### src/rtl/slp_pkg.sv
package slp_pkg;

    typedef enum logic [1:0] {
        ST_RUN  = 2'd0,
        ST_WFI  = 2'd1,
        ST_WFE  = 2'd2,
        ST_EXIT = 2'd3
    } slp_state_e;

    localparam int          BIT_EXIT_SLEEP = 1;
    localparam int          BIT_DEEP       = 2;
    localparam int          BIT_PEND_EVT   = 4;
    localparam logic [31:0] CTRL_KEEP      = (32'd1 << BIT_EXIT_SLEEP)
                                           | (32'd1 << BIT_DEEP)
                                           | (32'd1 << BIT_PEND_EVT);
    localparam logic [1:0]  SIZE_WORD      = 2'b10;

endpackage

### src/rtl/slp_ctrl_reg.sv
module slp_ctrl_reg
    import slp_pkg::*;
#(
    parameter int             ADDR_W    = 32,
    parameter int             DATA_W    = 32,
    parameter logic [ADDR_W-1:0] CTRL_ADDR = ADDR_W'(32'hE000_ED10)
) (
    input  logic              clk,
    input  logic              rst_n,
    input  logic              reg_wr,
    input  logic [ADDR_W-1:0] reg_addr,
    input  logic [1:0]        reg_size,
    input  logic [DATA_W-1:0] reg_wdata,
    output logic [DATA_W-1:0] reg_rdata,
    output logic [DATA_W-1:0] ctrl_word,
    output logic              exit_sleep_en,
    output logic              deep_en,
    output logic              pend_evt_en
);

    localparam logic [DATA_W-1:0] KEEP = DATA_W'(CTRL_KEEP);

    typedef struct packed {
        logic [DATA_W-1:0] word;
    } reg_st_t;

    reg_st_t st_d, st_q;
    logic    hit;

    always_comb begin
        st_d = st_q;
        hit  = (reg_addr == CTRL_ADDR);
        if (reg_wr && hit && reg_size == SIZE_WORD) begin
            st_d.word = reg_wdata & KEEP;
        end
    end

    always_ff @(posedge clk or negedge rst_n) begin
        if (!rst_n) st_q <= '0;
        else        st_q <= st_d;
    end

    assign ctrl_word     = st_q.word;
    assign reg_rdata     = hit ? st_q.word : '0;
    assign exit_sleep_en = st_q.word[BIT_EXIT_SLEEP];
    assign deep_en       = st_q.word[BIT_DEEP];
    assign pend_evt_en   = st_q.word[BIT_PEND_EVT];

endmodule

### src/rtl/slp_evt_unit.sv
module slp_evt_unit #(
    parameter int N_IRQ = 8
) (
    input  logic             clk,
    input  logic             rst_n,
    input  logic             sev_pulse,
    input  logic             rx_evt,
    input  logic             pend_evt_en,
    input  logic [N_IRQ-1:0] irq_pend,
    input  logic             consume,
    output logic             evt_latched,
    output logic             tx_evt
);

    typedef struct packed {
        logic             evt;
        logic             tx;
        logic [N_IRQ-1:0] pend_prev;
    } evt_st_t;

    evt_st_t          st_d, st_q;
    logic [N_IRQ-1:0] pend_rise;
    logic             any_rise;

    // Per-interrupt inactive-to-pending edge detection
    for (genvar g = 0; g < N_IRQ; g++) begin : g_edge
        assign pend_rise[g] = irq_pend[g] && !st_q.pend_prev[g];
    end

    assign any_rise = |pend_rise;

    always_comb begin
        st_d           = st_q;
        st_d.pend_prev = irq_pend;
        st_d.tx        = sev_pulse;
        // A new event in the consuming cycle is kept (set wins)
        st_d.evt       = (st_q.evt && !consume) || sev_pulse || rx_evt
                         || (pend_evt_en && any_rise);
    end

    always_ff @(posedge clk or negedge rst_n) begin
        if (!rst_n) st_q <= '0;
        else        st_q <= st_d;
    end

    assign evt_latched = st_q.evt;
    assign tx_evt      = st_q.tx;

endmodule

### src/rtl/slp_fsm.sv
module slp_fsm
    import slp_pkg::*;
#(
    parameter int N_IRQ = 8
) (
    input  logic             clk,
    input  logic             rst_n,
    input  logic             wfi_pulse,
    input  logic             wfe_pulse,
    input  logic             exc_ret,
    input  logic             exc_to_thread,
    input  logic             exit_sleep_en,
    input  logic             deep_en,
    input  logic [N_IRQ-1:0] irq_pend,
    input  logic [N_IRQ-1:0] irq_en,
    input  logic             dbg_halt,
    input  logic             evt_latched,
    output logic             consume,
    output logic             sleeping,
    output logic             deep_sleep,
    output logic             wake,
    output logic             skip_unstack
);

    typedef struct packed {
        slp_state_e st;
        logic       deep;
        logic       wake;
        logic       skip;
    } fsm_st_t;

    fsm_st_t st_d, st_q;
    logic    irq_wake;
    logic    int_wake;

    assign irq_wake = |(irq_pend & irq_en);
    assign int_wake = irq_wake || dbg_halt;

    always_comb begin
        st_d      = st_q;
        st_d.wake = 1'b0;
        consume   = 1'b0;
        unique case (st_q.st)
            ST_RUN: begin
                st_d.skip = 1'b0;
                if (exc_ret && exc_to_thread && exit_sleep_en) begin
                    st_d.st   = ST_EXIT;
                    st_d.skip = 1'b1;
                end else if (wfi_pulse) begin
                    st_d.st = ST_WFI;
                end else if (wfe_pulse) begin
                    if (evt_latched) consume = 1'b1;
                    else             st_d.st = ST_WFE;
                end
            end
            ST_WFI: begin
                if (int_wake) begin
                    st_d.st   = ST_RUN;
                    st_d.wake = 1'b1;
                end
            end
            ST_WFE: begin
                if (evt_latched || int_wake) begin
                    st_d.st   = ST_RUN;
                    st_d.wake = 1'b1;
                    consume   = 1'b1;
                end
            end
            ST_EXIT: begin
                if (int_wake) begin
                    st_d.st   = ST_RUN;
                    st_d.wake = 1'b1;
                    st_d.skip = !dbg_halt;
                end
            end
            default: st_d.st = ST_RUN;
        endcase
        st_d.deep = (st_d.st != ST_RUN) && deep_en;
    end

    always_ff @(posedge clk or negedge rst_n) begin
        if (!rst_n) st_q <= '{st: ST_RUN, deep: 1'b0, wake: 1'b0, skip: 1'b0};
        else        st_q <= st_d;
    end

    assign sleeping     = (st_q.st != ST_RUN);
    assign deep_sleep   = st_q.deep;
    assign wake         = st_q.wake;
    assign skip_unstack = st_q.skip;

endmodule

### src/rtl/core_sleep_ctrl.sv
module core_sleep_ctrl
    import slp_pkg::*;
#(
    parameter int                N_IRQ     = 8,
    parameter int                ADDR_W    = 32,
    parameter int                DATA_W    = 32,
    parameter logic [ADDR_W-1:0] CTRL_ADDR = ADDR_W'(32'hE000_ED10)
) (
    input  logic              clk,
    input  logic              rst_n,
    input  logic              reg_wr,
    input  logic [ADDR_W-1:0] reg_addr,
    input  logic [1:0]        reg_size,
    input  logic [DATA_W-1:0] reg_wdata,
    output logic [DATA_W-1:0] reg_rdata,
    input  logic              wfi_pulse,
    input  logic              wfe_pulse,
    input  logic              sev_pulse,
    input  logic              exc_ret,
    input  logic              exc_to_thread,
    input  logic [N_IRQ-1:0]  irq_pend,
    input  logic [N_IRQ-1:0]  irq_en,
    input  logic              rx_evt,
    input  logic              dbg_halt,
    output logic              sleeping,
    output logic              deep_sleep,
    output logic              tx_evt,
    output logic              wake,
    output logic              skip_unstack
);

    logic [DATA_W-1:0] ctrl_word;
    logic              exit_sleep_en;
    logic              deep_en;
    logic              pend_evt_en;
    logic              evt_latched;
    logic              consume;

    slp_ctrl_reg #(
        .ADDR_W   (ADDR_W),
        .DATA_W   (DATA_W),
        .CTRL_ADDR(CTRL_ADDR)
    ) u_reg (
        .clk          (clk),
        .rst_n        (rst_n),
        .reg_wr       (reg_wr),
        .reg_addr     (reg_addr),
        .reg_size     (reg_size),
        .reg_wdata    (reg_wdata),
        .reg_rdata    (reg_rdata),
        .ctrl_word    (ctrl_word),
        .exit_sleep_en(exit_sleep_en),
        .deep_en      (deep_en),
        .pend_evt_en  (pend_evt_en)
    );

    slp_evt_unit #(.N_IRQ(N_IRQ)) u_evt (
        .clk        (clk),
        .rst_n      (rst_n),
        .sev_pulse  (sev_pulse),
        .rx_evt     (rx_evt),
        .pend_evt_en(pend_evt_en),
        .irq_pend   (irq_pend),
        .consume    (consume),
        .evt_latched(evt_latched),
        .tx_evt     (tx_evt)
    );

    slp_fsm #(.N_IRQ(N_IRQ)) u_fsm (
        .clk          (clk),
        .rst_n        (rst_n),
        .wfi_pulse    (wfi_pulse),
        .wfe_pulse    (wfe_pulse),
        .exc_ret      (exc_ret),
        .exc_to_thread(exc_to_thread),
        .exit_sleep_en(exit_sleep_en),
        .deep_en      (deep_en),
        .irq_pend     (irq_pend),
        .irq_en       (irq_en),
        .dbg_halt     (dbg_halt),
        .evt_latched  (evt_latched),
        .consume      (consume),
        .sleeping     (sleeping),
        .deep_sleep   (deep_sleep),
        .wake         (wake),
        .skip_unstack (skip_unstack)
    );

endmodule

### config.mk
export PLATFORM = sky130hd
export DESIGN_NAME = core_sleep_ctrl
export DESIGN_NICKNAME = d
export VERILOG_FILES = /design/src/rtl/slp_pkg.sv /design/src/rtl/slp_ctrl_reg.sv /design/src/rtl/slp_evt_unit.sv /design/src/rtl/slp_fsm.sv /design/src/rtl/core_sleep_ctrl.sv
export SDC_FILE = /design/constraint.sdc
export NUM_CORES = 1
export LEC_CHECK = 0
export CORE_MARGIN = 2
export CORE_UTILIZATION = 27
export DETAILED_ROUTE_END_ITERATION = 16
export PLACE_DENSITY = 0.93
export SLEW_MARGIN = 10
export SYNTH_ARGS = -nofsm -noshare
export SYNTH_HDL_FRONTEND = slang
export SYNTH_SLANG_ARGS = --single-unit
### constraint.sdc
create_clock -name clk -period 2.2 [get_ports clk]
set_input_delay 0.66 -clock clk [delete_from_list [all_inputs] [get_ports clk]]
set_output_delay 0.66 -clock clk [all_outputs]
set_load 0.02 [all_outputs]
Word level (Yosys, flattened, before mapping). Index checks and enable logic that the tools add are counted.

Bits of input ports: 92. Output and inout bits: 37. Word-level logic and storage cells: 72. Bits in registers: 18.

Equality and inequality tests: 6. Bitwise operators: 1. Reductions and logical operators: 38. Muxes and demuxes: 19.

Operators with widths (number): 32-bit == test, second input constant (1); 8-bit OR reduction (2); 1-bit logical AND (15); 2-bit two-way mux (7); 1-bit zero test (10); 8-bit AND (1); 1-bit two-way mux (7); 2-bit == test, second input constant (3); 2-bit one-hot mux with 3 select lines (1); 2-bit nonzero test (3); 1-bit logical OR (5); 5-bit two-way mux (1); 1-bit one-hot mux with 2 select lines (2); 1-bit one-hot mux with 3 select lines (1); 2-bit by 1-bit == test with 1-bit output, second input constant (1); 2-bit zero test (1); 2-bit by 1-bit inequality test with 1-bit output, second input constant (1); 2-bit AND reduction (1); 2-bit OR reduction (1).

Logic depth before layout (Yosys ltp).
Word-level depth: 11. Mapped depth: 5. Gate-level depth less buffers: 4.

Hierarchy. Synthesis repeated with hierarchy kept, for this count alone.

Cells, all modules: 148. Area total of the unflattened synthesis: 1450.1 um^2.

Modules (own cells, without submodules): slp_ctrl_reg (area an instance 718.2 um^2, seq. area each 75.1 um^2, times used 1, cells each 84); slp_fsm (area an instance 402.9 um^2, seq. area each 125.1 um^2, times used 1, cells each 38); slp_evt_unit (area an instance 329.1 um^2, seq. area each 250.2 um^2, times used 1, cells each 26).

Worst setup path before layout. Ideal clock, no wire load.

Path kind: input-to-output. Start: in reg_addr[2]. End: out reg_rdata[1]. Setup slack: 0.037 ns. Path buffers: 0. Cell stages on the path: 4. Required time: 1.540 ns. Data arrival time: 1.503 ns. Path through: nor4b_1 > nand4_1 > nor2_1 > and2_1.

Word-level cells in the longest chain between the ends: 2.

RTL lines: start, declared (line core_sleep_ctrl.sv:12) `input logic [ADDR_W-1:0] reg_addr,`; 32-bit == test (line slp_ctrl_reg.sv:32) `hit = (reg_addr == CTRL_ADDR);`; 5-bit two-way mux (line slp_ctrl_reg.sv:44) `assign reg_rdata = hit ? st_q.word : '0;`; end, declared (line core_sleep_ctrl.sv:15) `output logic [DATA_W-1:0] reg_rdata,`.

Every way passes these cells.

Worst setup path in the final report.
Start: in reg_addr[17]. End: out reg_rdata[4].

Same word-level chain as after synthesis.

==> results.toml <==
[critical_path]
start_kind = "input pin"
path_max_fanout = 3
path_class = "input pin to output port"
worstSetupEndpoint = "reg_rdata[4]"
required_ns = 1.54
reg2reg_to = "u_evt.evt_latched"
cp-startpoint = "reg_addr[17]"
r2r-start = "u_reg.ctrl_word[1]"
critPathCaptureType = "output port"
reg2reg_depth = 4
r2r_setup_slack_ns = 1.00
cp.arrival_ns = 1.66

[cts]
numCtsBuffers = 3
clk_latency_ns = 0.24
cts_tree = "done"
h-tree-depth = 1
path_clk_slew_ns = 0.07
clock-sinks = 18
cts_root_buf = "clkbuf_8"
cts_buffer_depth = 2

[timing]
setup_ws_ns = -0.120
finalSetupViolCount = 3
fin_worst_skew_ns = 0.000493
finalCritPeriodShare_pct = 105
rsz0062_at_grt = "yes"
finalMaxSlewViolations = 0
hold_viol = 0
hold_ws_ns = 0.553
fin_tns_setup_ns = -0.357
fmaxAchievable_mhz = 431
final.min_clock_period_ns = 2.32

[power_and_ir_drop]
ir_worst_vdd_uv = 163
p_clk_share_pct = 31.7
power.density_nw_per_um2 = 450
p_sw_w = 0.000215
p_total_w = 0.000824
p_int_w = 0.000609
seq_power_share_pct = 42.5
leakage_nw = 0.863
comb_power_share_pct = 25.8
swShare_pct = 26.1

[global_route]
grt_pass1_vias = 1074
grt_max_degree = 19
grt_overflow = 0
grt_pass1_wl_um = 4550
grt_antenna_before_repair = 0
gr-usage-all-layers_pct = 13.1

[yosys]
synth_area_um2 = 1090
synth_edf_count = 0
ys_async_sr_fraction_pct = 100
synth.most_common_cell = "buf_4"
ys_types = 29
postSynthCellCount = 112
post-synth-top-area-cell = "dfrtp_1"
synth.avg_cell_area_um2 = 9.73
ys.flop_type = "dfrtp_1"
synth_top_area_share_pct = 41.3
ys_warn_count = 0
yosys-top-cells-count = "buf_4, dfrtp_1, inv_1"
seq_area_frac_synth_pct = 41.3
synth_seq_cells = 18
ys_top_cells_by_area = "dfrtp_1, buf_4, inv_1"

[routing]
routedWlPerCell_um = 12.1
ant_nets = 0
wirelength_um = 2870
drc_errors = 0
avgViaCountPerCell = 4.26
dr.first_iter.drc_count = 11
drt_first_pass_iters = 4
vias = 1015

[hold_path]
hold_class = "flip-flop to flip-flop"
min_from = "u_reg.ctrl_word[2]"

[final_layout]
syn2layout_area_growth_pct = 67.9
drive_gt1_share_pct = 21.3
final_nets = 281
final_cells = 238
ff_latch_area_um2 = 450
postLayoutCoreUtil_pct = 46.4
multiInputGateArea_um2 = 539
fillers = 373
diodes = 0

[placement]
globalplace.congestion = 0.753
dp_cells = 233
port_buffers = 70
dpl.hpwl_um = 2400

[die]
pin_count = 129
fp.dieH_um = 67.5
core_um2 = 3940
start_util_pct = 27.6
die_w_um = 67.5
die_area_um2 = 4560
rows = 23

[job]
maxCapViolations = 0

[run_status]
status = "finished with violations"
violations = "negative setup slack"
==> cells in the final DEF (no fill, tap or decap), types with 2 or more instances in the layout <==
master / Yosys / layout
buf_6: 0 / 10
nor4_4: 1 / 3
and4b_1: 2 / 2
mux2_1: 3 / 3
o22ai_1: 5 / 5
dlygate4sd2_1: 0 / 6
o21ai_0: 2 / 2
clkdlybuf4s50_1: 0 / 34
nand2_1: 4 / 4
nor2_1: 5 / 4
nor4b_4: 0 / 2
buf_2: 0 / 11
a21oi_1: 5 / 5
inv_1: 11 / 11
nand4_1: 3 / 3
nand3_1: 2 / 2
conb_1: 1 / 29
clkdlybuf4s15_1: 0 / 9
dfrtp_1: 18 / 18
buf_4: 29 / 4
a22oi_1: 4 / 4
clkbuf_8: 0 / 4
and2_4: 0 / 3
==> stage by stage <==
stage,setup WS (ns),instance area (um2)
global route,-0.240,1830
global placement,-0.931,1760
finish,-0.120,1830
detailed placement,-0.974,1760
floorplan,0.0370,1190
CTS,-0.117,1810
==> registers in the layout (all words and copies together) (netlist names) <==
name / cells
u_fsm.wake: 1
u_evt.evt_latched: 1
u_evt.tx_evt: 1
u_fsm.st_q: 2
u_reg.ctrl_word: 3
u_fsm.skip_unstack: 1
u_evt.st_q: 8
u_fsm.deep_sleep: 1
==> per-layer routing <==
layer  global-route usage [%]  vias to the layer above  share of wire [%]
met5                        0                        -                  0
met4                     5.10                        0                1.4
met3                     2.33                        4                6.4
met2                     25.5                       49                 59
met1                     13.5                      473                 34
li1                         -                      489                  -
==> repair_timing <==
action                                  4_1_cts  5_1_grt
setup buffers                                 1        0
gates resized for setup                     121        5
hold buffers                                  0        0
endpoints found under the setup margin        7        3
pin swaps                                    14        7
==> cells by family after synthesis <==
family,share of synthesized area [%]
multiplexers,3.10
flip-flops,41.3
AND/OR/NAND/NOR,17.9
other,0.344
buffers and inverters,24.1
AO/OA/AOI/OAI,13.2
==> area by class of cell <==
class | instances | area share [%]
multi-input cells | 81 | 29.5
well taps | 50 | 3.42
clock buffers | 4 | 3.01
repair buffers | 74 | 37.2
flip-flops and latches | 18 | 24.6
inverters | 11 | 2.26
==> critical path, stage by stage <==
cell and delay [ns]:
clkdlybuf4s15_1 0.21, nor4_4 0.15, nand4_1 0.17, nor2_2 0.19, and2_4 0.17, buf_6 0.11
==> power by group through the flow <==
stage | logic, W | registers, W | clock network (W)
after global placement | 0.000215 | 0.000356 | 0
after global routing | 0.000231 | 0.000352 | 0.000292
after floorplan | 0.000117 | 0.000357 | 0
after CTS | 0.000209 | 0.000350 | 0.000273
final | 0.000212 | 0.000350 | 0.000261
after detailed placement | 0.000221 | 0.000357 | 0
==> worst min path at each step <==
stage | to | slack [ns] | cells after the start
2_1_floorplan | u_evt.evt_latched | 0.36 | 0
3_3_place_gp | u_fsm.deep_sleep | 0.52 | 1
3_5_place_dp | u_reg.ctrl_word[4] | 0.53 | 1
4_1_cts | u_reg.ctrl_word[4] | 0.55 | 1
5_1_grt | u_reg.ctrl_word[4] | 0.59 | 1
6_report | u_fsm.deep_sleep | 0.55 | 1
(Power assumes the default switching activity.)
